$ cat src/rtl/qdma_pkg.sv
// Shared constants for the quick DMA trigger-word channel mapper.
// Assumes byte addressing on a 32-bit register bus.
package qdma_pkg;
    localparam int MAP_BASE     = 32'h0200;
    localparam int MISS_STAT    = 32'h0310;
    localparam int MISS_CLR     = 32'h0314;
    localparam int PEND_LO      = 32'h1068;
    localparam int PEND_HI      = 32'h106C;
    localparam int PCLR_LO      = 32'h1070;
    localparam int PCLR_HI      = 32'h1074;
    localparam int EN_CLR       = 32'h1088;
    localparam int EN_SET       = 32'h108C;
    localparam int SEC_STAT     = 32'h1090;
    localparam int SEC_CLR      = 32'h1094;
    localparam int SLOT_BASE    = 32'h4000;
    localparam int MAP_WORD_LSB = 2;
    localparam int MAP_SLOT_LSB = 5;
endpackage

$ cat src/rtl/qdma_map_regs.sv
// Per-channel map registers (slot number, trigger word index) plus the
// comparator that flags which channels a slot-window write hits.
// Assumes the top has already decoded the slot window and map addresses.
module qdma_map_regs #(
    parameter int NCH    = 8,
    parameter int SLOT_W = 9,
    parameter int WORD_W = 3
) (
    input  logic                           clk,
    input  logic                           rst_n,
    input  logic [NCH-1:0]                 map_we,
    input  logic [SLOT_W-1:0]              wr_slot,
    input  logic [WORD_W-1:0]              wr_word,
    input  logic                           slot_wr,
    input  logic [SLOT_W-1:0]              slot_idx,
    input  logic [WORD_W-1:0]              word_idx,
    output logic [NCH-1:0][SLOT_W-1:0]     map_slot,
    output logic [NCH-1:0][WORD_W-1:0]     map_word,
    output logic [NCH-1:0]                 hit_vec
);
    // Store a new slot/word pair for each channel whose map register is written.
    always_ff @(posedge clk) begin
        if (!rst_n) begin
            map_slot <= '0;
            map_word <= '0;
        end else begin
            for (int i = 0; i < NCH; i++) begin
                if (map_we[i]) begin
                    map_slot[i] <= wr_slot;
                    map_word[i] <= wr_word;
                end
            end
        end
    end

    // One comparator per channel: does this write land on its trigger word?
    for (genvar g = 0; g < NCH; g++) begin : g_cmp
        assign hit_vec[g] = slot_wr && (slot_idx == map_slot[g])
                                    && (word_idx == map_word[g]);
    end
endmodule

$ cat src/rtl/qdma_evt_ctrl.sv
// Channel event control: enable, outstanding (secondary) and missed flags.
// A trigger hit is latched for one cycle and then evaluated, so that a
// clearing write in the following cycle can override it.
// Assumes at most one completion per cycle.
module qdma_evt_ctrl #(
    parameter int NCH    = 8,
    parameter int SLOT_W = 9,
    localparam int CH_W  = $clog2(NCH)
) (
    input  logic              clk,
    input  logic              rst_n,
    input  logic [NCH-1:0]    hit_vec,
    input  logic [SLOT_W-1:0] hit_slot,
    input  logic              en_set_we,
    input  logic              en_clr_we,
    input  logic              miss_clr_we,
    input  logic              sec_clr_we,
    input  logic [NCH-1:0]    wmask,
    input  logic              done_valid,
    input  logic [CH_W-1:0]   done_chan,
    output logic [NCH-1:0]    en_q,
    output logic [NCH-1:0]    sec_q,
    output logic [NCH-1:0]    miss_q,
    output logic [NCH-1:0]    req_valid,
    output logic [SLOT_W-1:0] req_slot
);
    logic [NCH-1:0]    trig_q;
    logic [SLOT_W-1:0] trig_slot_q;
    logic [NCH-1:0]    en_set_m, en_clr_m, miss_clr_m, sec_clr_m, done_m;
    logic [NCH-1:0]    live, accept, miss_set;

    // Decode the write-one masks and judge the latched trigger.
    always_comb begin
        en_set_m   = en_set_we   ? wmask : '0;
        en_clr_m   = en_clr_we   ? wmask : '0;
        miss_clr_m = miss_clr_we ? wmask : '0;
        sec_clr_m  = sec_clr_we  ? wmask : '0;
        done_m     = done_valid  ? (NCH'(1) << done_chan) : '0;
        live       = trig_q & en_q & ~en_clr_m & ~miss_clr_m;
        accept     = live & ~sec_q;
        miss_set   = live & sec_q;
    end

    // Trigger latch stage.
    always_ff @(posedge clk) begin
        if (!rst_n) begin
            trig_q      <= '0;
            trig_slot_q <= '0;
        end else begin
            trig_q      <= hit_vec;
            trig_slot_q <= hit_slot;
        end
    end

    // Flag registers and the registered request.
    always_ff @(posedge clk) begin
        if (!rst_n) begin
            en_q      <= '0;
            sec_q     <= '0;
            miss_q    <= '0;
            req_valid <= '0;
            req_slot  <= '0;
        end else begin
            en_q      <= (en_q | en_set_m) & ~en_clr_m;
            sec_q     <= (sec_q & ~sec_clr_m & ~done_m) | accept;
            miss_q    <= (miss_q & ~miss_clr_m) | miss_set;
            req_valid <= accept;
            req_slot  <= trig_slot_q;
        end
    end

    for (genvar g = 0; g < NCH; g++) begin : g_chk

        req_needs_en_chk: assert property (@(posedge clk) disable iff (!rst_n)
            req_valid[g] |-> $past(en_q[g]));

        req_not_busy_chk: assert property (@(posedge clk) disable iff (!rst_n)
            req_valid[g] |-> !$past(sec_q[g]));

        miss_cause_chk: assert property (@(posedge clk) disable iff (!rst_n)
            $rose(miss_q[g]) |-> ($past(sec_q[g]) && $past(trig_q[g])));

        sec_with_req_chk: assert property (@(posedge clk) disable iff (!rst_n)
            $rose(sec_q[g]) |-> req_valid[g]);

        enclr_wins_chk: assert property (@(posedge clk) disable iff (!rst_n)
            $past(en_clr_we && wmask[g]) |-> !req_valid[g]);
    end
endmodule

$ cat src/rtl/qdma_pend.sv
// Completion-pending map: a completion code sets one bit; software clears
// bits word by word with write-one-to-clear. A set in the same cycle wins.
module qdma_pend #(
    parameter int CODE_W = 6,
    localparam int NPEND = 1 << CODE_W,
    localparam int NW    = NPEND / 32
) (
    input  logic              clk,
    input  logic              rst_n,
    input  logic              done_valid,
    input  logic [CODE_W-1:0] done_code,
    input  logic [NW-1:0]     clr_we,
    input  logic [31:0]       wdata,
    output logic [NPEND-1:0]  pend_q
);
    logic [NPEND-1:0] set_m, clr_m;

    // Build the per-word clear mask.
    for (genvar w = 0; w < NW; w++) begin : g_clr
        assign clr_m[w*32 +: 32] = clr_we[w] ? wdata : '0;
    end

    // Completion code to one-hot set mask.
    always_comb set_m = done_valid ? (NPEND'(1) << done_code) : '0;

    // Pending register update with set priority.
    always_ff @(posedge clk) begin
        if (!rst_n) pend_q <= '0;
        else        pend_q <= (pend_q & ~clr_m) | set_m;
    end

    for (genvar k = 0; k < NPEND; k++) begin : g_chk

        pend_set_chk: assert property (@(posedge clk) disable iff (!rst_n)
            $rose(pend_q[k]) |-> ($past(done_valid) && $past(done_code) == CODE_W'(k)));

        pend_clr_chk: assert property (@(posedge clk) disable iff (!rst_n)
            $fell(pend_q[k]) |-> ($past(clr_m[k]) &&
                                  !($past(done_valid) && $past(done_code) == CODE_W'(k))));
    end
endmodule

$ cat src/rtl/qdma_trig_mapper.sv
// Top of the quick DMA trigger-word channel mapper: decodes the register
// bus, owns the read multiplexer and ties map, event and pending logic.
// Assumes single-cycle writes, combinational reads, and base addresses
// aligned to the size of their windows.
module qdma_trig_mapper
    import qdma_pkg::*;
#(
    parameter int NCH    = 8,
    parameter int SLOT_W = 9,
    parameter int WORD_W = 3,
    parameter int CODE_W = 6,
    parameter int AW     = 16,
    localparam int CH_W  = $clog2(NCH)
) (
    input  logic              clk,
    input  logic              rst_n,
    input  logic              bus_wr,
    input  logic [AW-1:0]     bus_addr,
    input  logic [31:0]       bus_wdata,
    output logic [31:0]       bus_rdata,
    input  logic              done_valid,
    input  logic [CH_W-1:0]   done_chan,
    input  logic [CODE_W-1:0] done_code,
    output logic [NCH-1:0]    req_valid,
    output logic [SLOT_W-1:0] req_slot
);
    localparam int SLOT_SH = WORD_W + 2;
    localparam int REG_TOP = SLOT_SH + SLOT_W;
    localparam int MAP_TOP = 2 + CH_W;
    localparam int NPEND   = 1 << CODE_W;

    logic                       aligned, slot_area, slot_wr, map_area;
    logic [CH_W-1:0]            map_idx;
    logic [NCH-1:0]             map_we, hit_vec;
    logic [NCH-1:0][SLOT_W-1:0] map_slot;
    logic [NCH-1:0][WORD_W-1:0] map_word;
    logic [NCH-1:0]             en_q, sec_q, miss_q;
    logic [NPEND-1:0]           pend_q;
    logic                       en_set_we, en_clr_we, miss_clr_we, sec_clr_we;
    logic [1:0]                 pclr_we;

    // Address window and write-strobe decode.
    always_comb begin
        aligned     = (bus_addr[1:0] == 2'b00);
        slot_area   = aligned && (bus_addr[AW-1:REG_TOP] == (AW-REG_TOP)'(SLOT_BASE >> REG_TOP));
        slot_wr     = bus_wr && slot_area;
        map_area    = aligned && (bus_addr[AW-1:MAP_TOP] == (AW-MAP_TOP)'(MAP_BASE >> MAP_TOP));
        map_idx     = bus_addr[2 +: CH_W];
        map_we      = (bus_wr && map_area) ? (NCH'(1) << map_idx) : '0;
        en_set_we   = bus_wr && (bus_addr == AW'(EN_SET));
        en_clr_we   = bus_wr && (bus_addr == AW'(EN_CLR));
        miss_clr_we = bus_wr && (bus_addr == AW'(MISS_CLR));
        sec_clr_we  = bus_wr && (bus_addr == AW'(SEC_CLR));
        pclr_we[0]  = bus_wr && (bus_addr == AW'(PCLR_LO));
        pclr_we[1]  = bus_wr && (bus_addr == AW'(PCLR_HI));
    end

    qdma_map_regs #(.NCH(NCH), .SLOT_W(SLOT_W), .WORD_W(WORD_W)) u_map (
        .clk      (clk),
        .rst_n    (rst_n),
        .map_we   (map_we),
        .wr_slot  (bus_wdata[MAP_SLOT_LSB +: SLOT_W]),
        .wr_word  (bus_wdata[MAP_WORD_LSB +: WORD_W]),
        .slot_wr  (slot_wr),
        .slot_idx (bus_addr[SLOT_SH +: SLOT_W]),
        .word_idx (bus_addr[2 +: WORD_W]),
        .map_slot (map_slot),
        .map_word (map_word),
        .hit_vec  (hit_vec)
    );

    qdma_evt_ctrl #(.NCH(NCH), .SLOT_W(SLOT_W)) u_evt (
        .clk         (clk),
        .rst_n       (rst_n),
        .hit_vec     (hit_vec),
        .hit_slot    (bus_addr[SLOT_SH +: SLOT_W]),
        .en_set_we   (en_set_we),
        .en_clr_we   (en_clr_we),
        .miss_clr_we (miss_clr_we),
        .sec_clr_we  (sec_clr_we),
        .wmask       (bus_wdata[NCH-1:0]),
        .done_valid  (done_valid),
        .done_chan   (done_chan),
        .en_q        (en_q),
        .sec_q       (sec_q),
        .miss_q      (miss_q),
        .req_valid   (req_valid),
        .req_slot    (req_slot)
    );

    qdma_pend #(.CODE_W(CODE_W)) u_pend (
        .clk        (clk),
        .rst_n      (rst_n),
        .done_valid (done_valid),
        .done_code  (done_code),
        .clr_we     (pclr_we),
        .wdata      (bus_wdata),
        .pend_q     (pend_q)
    );

    // Read multiplexer; unmapped addresses and the slot window read zero.
    always_comb begin
        bus_rdata = '0;
        if (map_area) begin
            bus_rdata[MAP_SLOT_LSB +: SLOT_W] = map_slot[map_idx];
            bus_rdata[MAP_WORD_LSB +: WORD_W] = map_word[map_idx];
        end else if (bus_addr == AW'(EN_SET))    bus_rdata[NCH-1:0] = en_q;
        else if (bus_addr == AW'(SEC_STAT))      bus_rdata[NCH-1:0] = sec_q;
        else if (bus_addr == AW'(MISS_STAT))     bus_rdata[NCH-1:0] = miss_q;
        else if (bus_addr == AW'(PEND_LO))       bus_rdata = pend_q[0 +: 32];
        else if (bus_addr == AW'(PEND_HI))       bus_rdata = pend_q[32 +: 32];
    end
endmodule

$ cat config.mk
export PLATFORM = sky130hd
export DESIGN_NAME = qdma_trig_mapper
export DESIGN_NICKNAME = d
export VERILOG_FILES = /design/src/rtl/qdma_pkg.sv /design/src/rtl/qdma_map_regs.sv /design/src/rtl/qdma_evt_ctrl.sv /design/src/rtl/qdma_pend.sv /design/src/rtl/qdma_trig_mapper.sv
export SDC_FILE = /design/constraint.sdc
export NUM_CORES = 1
export LEC_CHECK = 0
export BUFFER_PORTS_ARGS = -buffer_cell sky130_fd_sc_hd__buf_2
export CAP_MARGIN = 20
export CORE_UTILIZATION = 59
export CTS_CLUSTER_SIZE = 12
export DETAILED_ROUTE_END_ITERATION = 10
export GPL_TIMING_DRIVEN = 0
export PLACE_DENSITY = 0.8
export SYNTH_ARGS = -nofsm -noshare
export SYNTH_HDL_FRONTEND = slang
export SYNTH_SLANG_ARGS = --single-unit
export TNS_END_PERCENT = 1
$ cat constraint.sdc
create_clock -name clk -period 3.6 [get_ports clk]
set_input_delay 0.36 -clock clk [delete_from_list [all_inputs] [get_ports clk]]
set_output_delay 0.36 -clock clk [all_outputs]
set_load 0.02 [all_outputs]
==> metrics.md, run 1 <==
| Metric | Value |
|---|---|
| DRC | 0 |
| Dpl hpwl | about 25 mm |
| Tot Pwr | 0.00506 W |
| Vias in the first global route | roughly 9.5k |
| Detailed Route Iter0 Violations | between 1k and 1.5k |
| CORE AREA | 17400 µm² |
| Critical Path Max Stage Delay | between 0.6 and 0.7 ns |
| P_leak | 4.13 nW |
| Ys Warns | 0 |
| ANT nets after route | 0 |
| Largest net degree at the start of global routing | 13 |
| Num CTS Buffers | 23 |
| DIE AREA | about 18000 µm² |
| Final Cycle Share | roughly 99% |
| Post-synth EDFFs | 0 |
| Die W | ~140 µm |
| Fraction of layout instances using a drive strength above 1 | between 10% and 20% |
| DR vias | 10.1k |
| Reg2reg end | u_evt.trig_q[1] |
| Critical path fanouts, max | 10 |
| Top achievable clock speed | ~0.28 GHz |
| Clock Path Buffers | 3 |
| Share of the synthesized area in the top cell type | between 40 and 50% |
| Final worst path period need | approximately 3.6 ns |
| Worst path cell trace | buf_2, or4_4, buf_6, or4_1, nor3_4, buf_2, a22oi_1, o21ai_1, buf_2 |
| Antenna cells | 0 |
| CTS tree | yes |
| GP Congestion | roughly 1.0 |
| GRT overflow | 0 |
| Worst-Margin Slew | between 1 and 1.5 ns |
| HP Class | input port to flop |
| Fin. Hold Viols | 0 |
| Critical Path AT | 3.19 ns |
| Final Slew Violations | 0 |
| Ys async rst share | 0% |
| Clock transition at the registers of the reported paths | 0.06 ns |
| Final Cell Area | between 10000 and 15000 µm² |
| Setup Viol. Count Final | 0 |
| Port bufs | 96 |
| I/O pin cnt | 110 |
| Syn nets | around 1.2k |
| Slew headroom | 27.5% |
| Syn-to-layout area delta | 13.9% |
| Critical Setup Path Class | input port to output pin |
| PwrDens | ~420 nW/µm² |
| Clock root buffer | clkbuf_16 |
| Worst setup path endpoint | bus_rdata[11] |
| CTS sink count | between 200 and 250 |
| # Post-CTS Setup Buffers | 0 |
| CP Data Required Time | about 3.2 ns |
| Syn Area/Cell | between 9 and 10 µm² |
| Total GRT Usage | 37.9% |
| Worst setup path start | bus_addr[13] |
| Clk Latency, worst-skew pair | slightly above 0.5 ns |
| Setup Skew | 0.0108 ns |
| Worst R2R Start | u_map.map_slot[12] |
| Seq cells post-synth | around 220 |
| Routed WL | ~35 mm |
| Die Y | 136 µm |
| Final TNS setup | 0 ns |
| Initial antenna violation count | 1 |
| Post-Synthesis Cells | around 1.1k |
| DRT Pass-1 Iters | 6 |
| VDD IR-drop max | slightly above 0.4 mV |
| Final net count | about 1.3k |
| Status | finished, final reports clean |
| Startpoint types | input port |
| First-pass GRT wire length | 52.8 mm |
| Worst-path cell with the longest stage delay | or4_1 |
| WL per Instance | about 23 µm |
| Worst R2R Setup Slack | about 2.0 ns |
| Seq/Total Area, Yosys | 41.3% |
| Post-DP Area | between 10000 and 15000 µm² |
| Post-Syn Area | 10600 µm² |
| RSZ-0062 raised after global routing | no |
| Yosys cell types | 54 |
| Synth area leader | dfxtp_1 |
| Main synth FF type | dfxtp_1 |
| # Max-Cap Violations | 0 |
| Crit end category | output pin |
| Reg2reg path depth | 3 |
| Initial Utilization | between 60% and 70% |
| CP dominant cell by count | buf_2 |
| Synth top area cells | dfxtp_1 41%, xnor2_1 7.9%, mux4_2 5.1%, nand3_1 5.0%, a21boi_0 4.5% |
| H-tree Lvls | 1 |
| Via/cell ratio | between 6 and 7 |
| Row cnt | between 40 and 50 |
area by class of cell:
type	instances	area, µm²
inverters	3	11.3
clock inverters	3	40.0
well taps	225	282
clock buffers	31	646
flip-flops and latches	218	4360
multi-input cells	833	5830
repair buffers	98	490
plain buffers	88	392
fillers	1410	5370
stage by stage:
stage          util (%)  std cells  hold slack [ns]  worst slack, ns
5_1_grt            69.2       1499            0.162           0.0108
3_3_place_gp       65.1       1464            0.418           -0.128
2_1_floorplan         -       1143            0.412            0.515
3_5_place_dp       65.2       1466            0.424         -0.00778
6_report           69.2       1499            0.157           0.0465
4_1_cts            69.1       1500            0.153          0.00173
repair_timing:
action                     CTS  global route
gates resized for setup      1             6
setup endpoints to repair    1            28
hold buffers                 0             0
cell usage in the layout (no fill, tap or decap), types with 23 or more instances in the layout:
cell type / instances
dfxtp_1: 218
buf_2: 108
nand3_1: 106
xnor2_1: 96
o21ai_0: 93
nor2_1: 85
a21boi_0: 64
o21a_1: 64
clkbuf_1: 59
nand2_1: 36
nand4_1: 27
mux2i_1: 26
mux4_2: 24
clkbuf_16: 23
cell families (layout without fill, tap and decap cells):
family	after synthesis	after routing	share of synthesized area, %
multiplexers	50	50	7.57
flip-flops	218	218	41.3
AO/OA/AOI/OAI	330	330	21.1
buffers and inverters	92	223	3.81
AND/OR/NAND/NOR	357	357	18.3
XOR/XNOR	96	96	7.95
synth_stat cells (3+ instances only):
library cell    n
a211oi_1       15
a21boi_0       64
a21o_1          7
a21oi_1        17
a22o_1         20
a22oi_1         6
a31oi_1         8
and2_1         21
and4_1          6
buf_1          17
buf_2          10
buf_6           4
clkbuf_1       56
dfxtp_1       218
mux2i_1        26
mux4_2         24
nand2_1        36
nand2b_1        8
nand3_1       106
nand3b_1        4
nand4_1        27
nand4b_1       21
nor2_1         86
nor2b_1         7
nor3_1          4
nor4_1         11
o211ai_1        6
o21a_1         64
o21ai_0        93
o21ai_1         6
o21bai_1        6
o221ai_1       12
o311ai_0        4
or3b_2          3
xnor2_1        96
critical path: cells and delay by family:
kind | cells | cell delay, ns
compound gates | 2 | 0.25
buf+inv | 4 | 0.92
simple gates | 3 | 1.64
routing by layer:
metal	track usage, %	wire length (µm)	part of all wire [%]
met1	50.7	13700	39
met2	59.2	15600	45
met3	6.90	4010	11
met4	17.8	1750	5.0
met5	0	13	0.037
registers in the layout (all words and copies together), names as in the netlist:
name               flops
u_map.map_word        24
u_map.map_slot        72
u_evt.req_valid        8
u_evt.en_q             8
u_evt.trig_slot_q      9
u_evt.trig_q           8
u_pend.pend_q         64
u_evt.sec_q            8
u_evt.req_slot         9
u_evt.miss_q           8
how the worst min path moves through the flow:
stage | from | end | slack, ns | cells after the start
finish | bus_wdata[0] | u_evt.req_valid[0] | 0.16 | 2
global route | bus_wdata[0] | u_evt.req_valid[0] | 0.16 | 2
CTS | bus_wdata[9] | u_map.map_slot[49] | 0.15 | 3
floorplan | u_evt.trig_slot_q[0] | u_evt.req_slot[0] | 0.41 | 1
global placement | u_evt.trig_slot_q[6] | u_evt.req_slot[6] | 0.42 | 1
detailed placement | u_evt.trig_slot_q[7] | u_evt.req_slot[7] | 0.42 | 1
power breakdown:
group | leakage (nW) | switching, W | internal [W]
Combinational | 2.03 | 0.000260 | 0.000116
Sequential | 1.76 | 0.00000444 | 0.00243
Clock | 0.339 | 0.000943 | 0.00131
Total | 4.13 | 0.00121 | 0.00385
Note: power is estimated with default switching activity, not from simulation.
==> run 2, diff against run 1 <==
SETUP_SLACK_MARGIN = 0.1   (was not set)
==> metrics.md, run 2 (synthesized netlist as in run 1, its figures left out) <==
| Metric | Value |
|---|---|
| Clk Latency, worst-skew pair | 0.51 ns (about the same) |
| PwrDens | 419 nW/µm² (was 420 nW/µm²) |
| Vias in the first global route | 9542 (unchanged) |
| Port bufs | 96 (unchanged) |
| # Max-Cap Violations | 0 (unchanged) |
| Largest reg by FF count | u_map.map_slot (unchanged) |
| Critical Setup Path Class | input port to output pin (unchanged) |
| RSZ-0062 raised after global routing | yes (was no) |
| Fin. Hold Viols | 0 (unchanged) |
| Dpl hpwl | 24.8 mm (unchanged) |
| Switching pwr | 0.00120 W (was 0.00121 W) |
| Crit end category | output pin (unchanged) |
| WL per Instance | 23.4 µm (about the same) |
| Clock transition at the registers of the reported paths | 0.07 ns (was 0.06 ns) |
| Clock Path Buffers | 3 (unchanged) |
| Hold Worst Slack | 0.158 ns (was 0.157 ns) |
| DR vias | 10.1k (about the same) |
| H-tree Lvls | 1 (unchanged) |
| Flop pwr share | 48.1% (about the same) |
| Combinational share of power | 7.4% (about the same) |
| Max FFs per register | 72 (unchanged) |
| Antenna cells | 0 (unchanged) |
| VDD IR-drop max | 0.404 mV (was 0.403 mV) |
| HP Class | input port to flop (unchanged) |
| Clk pwr share | 44.4% (was 44.5%) |
| Final net count | 1326 (unchanged) |
| Clock root buffer | clkbuf_16 (unchanged) |
| Final Slew Violations | 0 (unchanged) |
| DRC | 0 (unchanged) |
| Most common cell after layout, fill and taps aside | dfxtp_1 (unchanged) |
| Status | finished, final reports clean (unchanged) |
| CTS tree | yes (unchanged) |
| Num CTS Buffers | 23 (unchanged) |
| I/O pin cnt | 110 (unchanged) |
| P_leak | 4.13 nW (about the same) |
| GP Congestion | 1.02 (unchanged) |
| Initial antenna violation count | 1 (unchanged) |
| Pint | 0.00385 W (about the same) |
| Worst-Margin Slew | 1.05 ns (was 1.08 ns) |
| First-pass GRT wire length | 52.8 mm (unchanged) |
| Syn-to-layout area delta | 13.9% (unchanged) |
| Highest-count cells in the layout ignoring fill and taps | 218 x dfxtp_1, 108 x buf_2, 106 x nand3_1 (unchanged) |
| Die W | 136 µm (unchanged) |
| Setup Viol. Count Final | 0 (unchanged) |
| Row cnt | 48 (unchanged) |
| Final worst path period need | 3.52 ns (was 3.55 ns) |
| Slew headroom | 29.2% (was 27.5%) |
| Critical Path AT | 3.16 ns (was 3.19 ns) |
| Setup Skew | 0.0122 ns (was 0.0108 ns) |
| Initial Utilization | 60.7% (unchanged) |
| Die Y | 136 µm (unchanged) |
| CORE AREA | 17400 µm² (unchanged) |
| DIE AREA | 18500 µm² (unchanged) |
| CP Data Required Time | 3.24 ns (about the same) |
| Final Cycle Share | 97.8% (was 98.7%) |
| ANT nets after route | 0 (unchanged) |
| DRT Pass-1 Iters | 5 (was 6) |
| Biggest regs | u_map.map_slot x72, u_pend.pend_q x64, u_map.map_word x24 (unchanged) |
| CTS sink count | 218 (unchanged) |
| Critical path fanouts, max | 10 (unchanged) |
| Sw frac | 23.8% (was 23.9%) |
| Final TNS setup | 0 ns (unchanged) |
| Top achievable clock speed | 0.284 GHz (was 0.281 GHz) |
| GRT overflow | 0 (unchanged) |
| Total GRT Usage | 37.9% (unchanged) |
| Largest net degree at the start of global routing | 13 (unchanged) |
| Via/cell ratio | 6.75 (was 6.73) |
| Fraction of layout instances using a drive strength above 1 | 14.8% (unchanged) |
| Detailed Route Iter0 Violations | 1429 (was 1461) |
| Startpoint types | input port (unchanged) |
| Routed WL | 35.0 mm (was 35.1 mm) |
run 2: cell counts in the layout (fill, tap and decap cells not counted):
No cell type changed its count.
run 2: cell type report:
type,instances,area (µm²)
Fill cell,1410,5370
Multi-Input combinational cell,833,5830
Clock inverter,3,40.0
Inverter,3,11.3
Tap cell,225,282
Timing Repair Buffer,98,490
Clock buffer,31,646
Sequential cell,218,4360
Buffer,88,392
run 2: stage by stage:
step / power (W) / instances / worst slack (ns) / utilization (%) / instance area, µm²
floorplan: 0.00270 / 1143 / 0.515 / - / 10600
global placement: 0.00284 / 1464 / -0.128 / 65.1 / 11300
detailed placement: 0.00284 / 1466 / -0.00778 / 65.2 / 11300
CTS: 0.00503 / 1500 / 0.0412 / 69.2 / 12000
global route: 0.00515 / 1499 / 0.0489 / 69.2 / 12100
finish: 0.00505 / 1499 / 0.0789 / 69.2 / 12100
run 2: repair_timing:
| item | in CTS | in global routing |
|---|---|---|
| pin swaps | 0 | 1 |
| cloned | 0 | 0 |
| gates resized for setup | 2 | 5 |
| endpoints found under the setup margin | 21 | 23 |
| setup buffers | 0 | 0 |
| hold buffers | 0 | 0 |
run 2: final timing paths:
path | startpoint | endpoint | slack [ns] | depth (start not counted)
min | bus_wdata[8] | u_map.map_slot[48] | 0.16 | 3
max reg2reg | u_map.map_slot[12] | u_evt.trig_q[1] | 1.99 | 3
max | bus_addr[13] | bus_rdata[11] | 0.08 | 9
min reg2reg | u_evt.trig_slot_q[7] | u_evt.req_slot[7] | 0.43 | 1
run 2: power groups by stage:
| stage | clock network [W] | registers [W] | logic, W |
|---|---|---|---|
| floorplan | 0 | 0.00249 | 0.000213 |
| global placement | 0 | 0.00248 | 0.000355 |
| detailed placement | 0 | 0.00248 | 0.000359 |
| CTS | 0.00223 | 0.00243 | 0.000363 |
| global route | 0.00232 | 0.00243 | 0.000391 |
| finish | 0.00224 | 0.00243 | 0.000376 |
run 2: worst max-delay path, stage by stage:
cell     delay [ns]
buf_2          0.22
or4_4          0.53
buf_6          0.16
or4_1          0.67
nor3_4         0.40
buf_2          0.34
a22oi_1        0.12
o21ai_1        0.14
buf_2          0.21
run 2: layer usage:
metal  vias to the layer above  track usage [%]  wire length (µm)
li1                       4419                -                 -
met1                      4863             50.7             13800
met4                         2             17.8              1690
met3                       144             6.90              3930
met2                       696             59.2             15600
met5                         -                0                13
==> run 3, diff against run 2 <==
GPL_TIMING_DRIVEN = not set   (was 0)
PLACE_DENSITY = not set   (was 0.8)
PLACE_DENSITY_LB_ADDON = 0.3   (was not set)
==> metrics.md, run 3 (synthesized netlist as in run 1, its figures left out) <==
| Metric | Value |
|---|---|
| # Post-CTS Setup Buffers | 0 (unchanged) |
| HP Class | input port to flop (unchanged) |
| DR vias | 9285 (was 10.1k) |
| WL per Instance | 21.8 µm (was 23.4 µm) |
| I/O pin cnt | 110 (unchanged) |
| Routed WL | 31.6 mm (was 35.0 mm) |
| GRT overflow | 0 (unchanged) |
| DRT Pass-1 Iters | 5 (unchanged) |
| Via/cell ratio | 6.39 (was 6.75) |
| # resized after CTS | 0 (was 2) |
| Status | finished, final reports clean (unchanged) |
| PwrDens | 413 nW/µm² (was 419 nW/µm²) |
| Syn-to-layout area delta | 12.7% (was 13.9%) |
| DRT met1 WL | 13.3 mm (was 13.8 mm) |
| Vias in the first global route | 8708 (was 9542) |
| CP dominant cell by count | buf_2 (unchanged) |
| Post-DP Area | 11300 µm² (about the same) |
| ANT nets after route | 0 (unchanged) |
| Slew headroom | 39.3% (was 29.2%) |
| Row cnt | 48 (unchanged) |
| Post-CTS Hold Buffers | 0 (unchanged) |
| Final net count | 1277 (was 1326) |
| Critical Path Max Stage Delay | 0.64 ns (was 0.67 ns) |
| DIE AREA | 18500 µm² (unchanged) |
| Largest net degree at the start of global routing | 146 (was 13) |
| Critical Path AT | 2.87 ns (was 3.16 ns) |
| CP delay by family, top | simple AND/OR/NAND/NOR gates (unchanged) |
| Final Cell Area | 11900 µm² (was 12100 µm²) |
| P_leak | 4.11 nW (was 4.13 nW) |
| H-tree Lvls | 1 (unchanged) |
| First-pass GRT wire length | 48.6 mm (was 52.8 mm) |
| Detailed Route Iter0 Violations | 996 (was 1429) |
| Final worst path period need | 3.23 ns (was 3.52 ns) |
| Fin. Hold Viols | 0 (unchanged) |
| DR WL met2 | 14.4 mm (was 15.6 mm) |
| Initial antenna violation count | 0 (was 1) |
| Final TNS setup | 0 ns (unchanged) |
| Dpl hpwl | 21.8 mm (was 24.8 mm) |
| DRC | 0 (unchanged) |
| Antenna cells | 0 (unchanged) |
| Port bufs | 109 (was 96) |
| Worst-Margin Slew | 0.904 ns (was 1.05 ns) |
| Total GRT Usage | 34.5% (was 37.9%) |
| Highest-count cells in the layout ignoring fill and taps | 218 x dfxtp_1, 108 x buf_2, 106 x nand3_1 (unchanged) |
| Setup Viol. Count Final | 0 (unchanged) |
| VDD IR-drop max | 0.407 mV (was 0.404 mV) |
| GP Congestion | 0.966 (was 1.02) |
| Largest reg by FF count | u_map.map_slot (unchanged) |
| Crit end category | output pin (unchanged) |
| Final Cycle Share | 89.7% (was 97.8%) |
| Clock Path Buffers | 3 (unchanged) |
| CTS sink count | 218 (unchanged) |
| Critical Setup Path Class | input port to output pin (unchanged) |
| CP Data Required Time | 3.24 ns (about the same) |
| Initial Utilization | 60.7% (unchanged) |
| Die Y | 136 µm (unchanged) |
| Most common cell after layout, fill and taps aside | dfxtp_1 (unchanged) |
| Top achievable clock speed | 0.310 GHz (was 0.284 GHz) |
| Setup Skew | 0.00799 ns (was 0.0122 ns) |
| CTS tree | yes (unchanged) |
| Critical path fanouts, max | 14 (was 10) |
| Worst path cell trace | buf_2, or4_4, or4b_4, or2_1, and4_1, o221ai_1, buf_2 (was buf_2, or4_4, buf_6, or4_1, nor3_4, buf_2, a22oi_1, o21ai_1, buf_2) |
| Die W | 136 µm (unchanged) |
| Filler instances | 1407 (was 1410) |
| CORE AREA | 17400 µm² (unchanged) |
| Final Slew Violations | 0 (unchanged) |
| Clock transition at the registers of the reported paths | 0.06 ns (was 0.07 ns) |
| Startpoint types | input port (unchanged) |
| RSZ-0062 raised after global routing | no (was yes) |
| Clock root buffer | clkbuf_16 (unchanged) |
| Clk Latency, worst-skew pair | 0.50 ns (was 0.51 ns) |
| Worst-path cell with the longest stage delay | or4_4 (was or4_1) |
| Num CTS Buffers | 23 (unchanged) |
| Routed length on met3 | 2.93 mm (was 3.93 mm) |
| Highest metal used | met4 (was met5) |
| Max FFs per register | 72 (unchanged) |
| Fraction of layout instances using a drive strength above 1 | 16.9% (was 14.8%) |
| # Max-Cap Violations | 0 (unchanged) |
| Worst Path Buf+Inv | 2 (was 4) |
| Biggest regs | u_map.map_slot x72, u_pend.pend_q x64, u_map.map_word x24 (unchanged) |
==> run 3: changes by cell type in the layout (fill, tap and decap cells not counted), moves of 2 or more <==
cell | previous run | this run
buf_1 | 14 | 0
buf_6 | 4 | 1
clkbuf_2 | 3 | 0
buf_12 | 0 | 2
buf_4 | 1 | 26
clkbuf_1 | 59 | 8
==> run 3: metrics by stage <==
step / setup WS (ns) / hold slack (ns) / total power, W / cells / utilization (%)
after floorplan: 0.515 / 0.412 / 0.00270 / 1143 / -
after global placement: 0.457 / 0.414 / 0.00282 / 1416 / 64.6
after detailed placement: 0.414 / 0.420 / 0.00283 / 1416 / 64.6
after CTS: 0.411 / 0.154 / 0.00493 / 1452 / 68.4
after global routing: 0.285 / 0.185 / 0.00506 / 1452 / 68.4
final: 0.369 / 0.152 / 0.00493 / 1452 / 68.4
==> run 3: worst reg2reg max path, delay by kind of cell, from the launching register on <==
family | cells | cell delay (ns)
and+or+nand+nor | 2 | 0.63
DFF | 1 | 0.33
xor gates and xnor gates | 1 | 0.28
==> run 3: routing by layer <==
metal	vias to the layer above	global-route usage [%]
met3	80	7.64
li1	4325	-
met2	458	53.7
met4	0	12.5
met1	4422	46.8
met5	-	0
==> run 3: layout make-up <==
| class | instances | area (µm²) | area share, % |
|---|---|---|---|
| inverters | 3 | 11.3 | 0.0945 |
| multi-input cells | 833 | 5820 | 48.8 |
| well taps | 225 | 282 | 2.36 |
| repair buffers | 137 | 787 | 6.60 |
| clock buffers | 34 | 647 | 5.43 |
| clock inverters | 2 | 12.5 | 0.105 |
| flip-flops and latches | 218 | 4360 | 36.6 |
==> run 3: where the power goes <==
group	total, W	leakage [nW]	internal (W)	switching, W
combinational	0.000353	2.03	0.000114	0.000239
sequential	0.00243	1.76	0.00243	0.00000491
clock	0.00214	0.319	0.00123	0.000915
total	0.00493	4.11	0.00377	0.00116
==> run 3: final timing paths <==
| check | startpoint | to | slack [ns] | depth (start not counted) |
|---|---|---|---|---|
| min | bus_wdata[9] | u_map.map_slot[49] | 0.15 | 3 |
| max | bus_addr[10] | bus_rdata[7] | 0.37 | 7 |
| min reg2reg | u_evt.trig_slot_q[1] | u_evt.req_slot[1] | 0.43 | 1 |
| max reg2reg | u_map.map_slot[18] | u_evt.trig_q[2] | 2.21 | 3 |
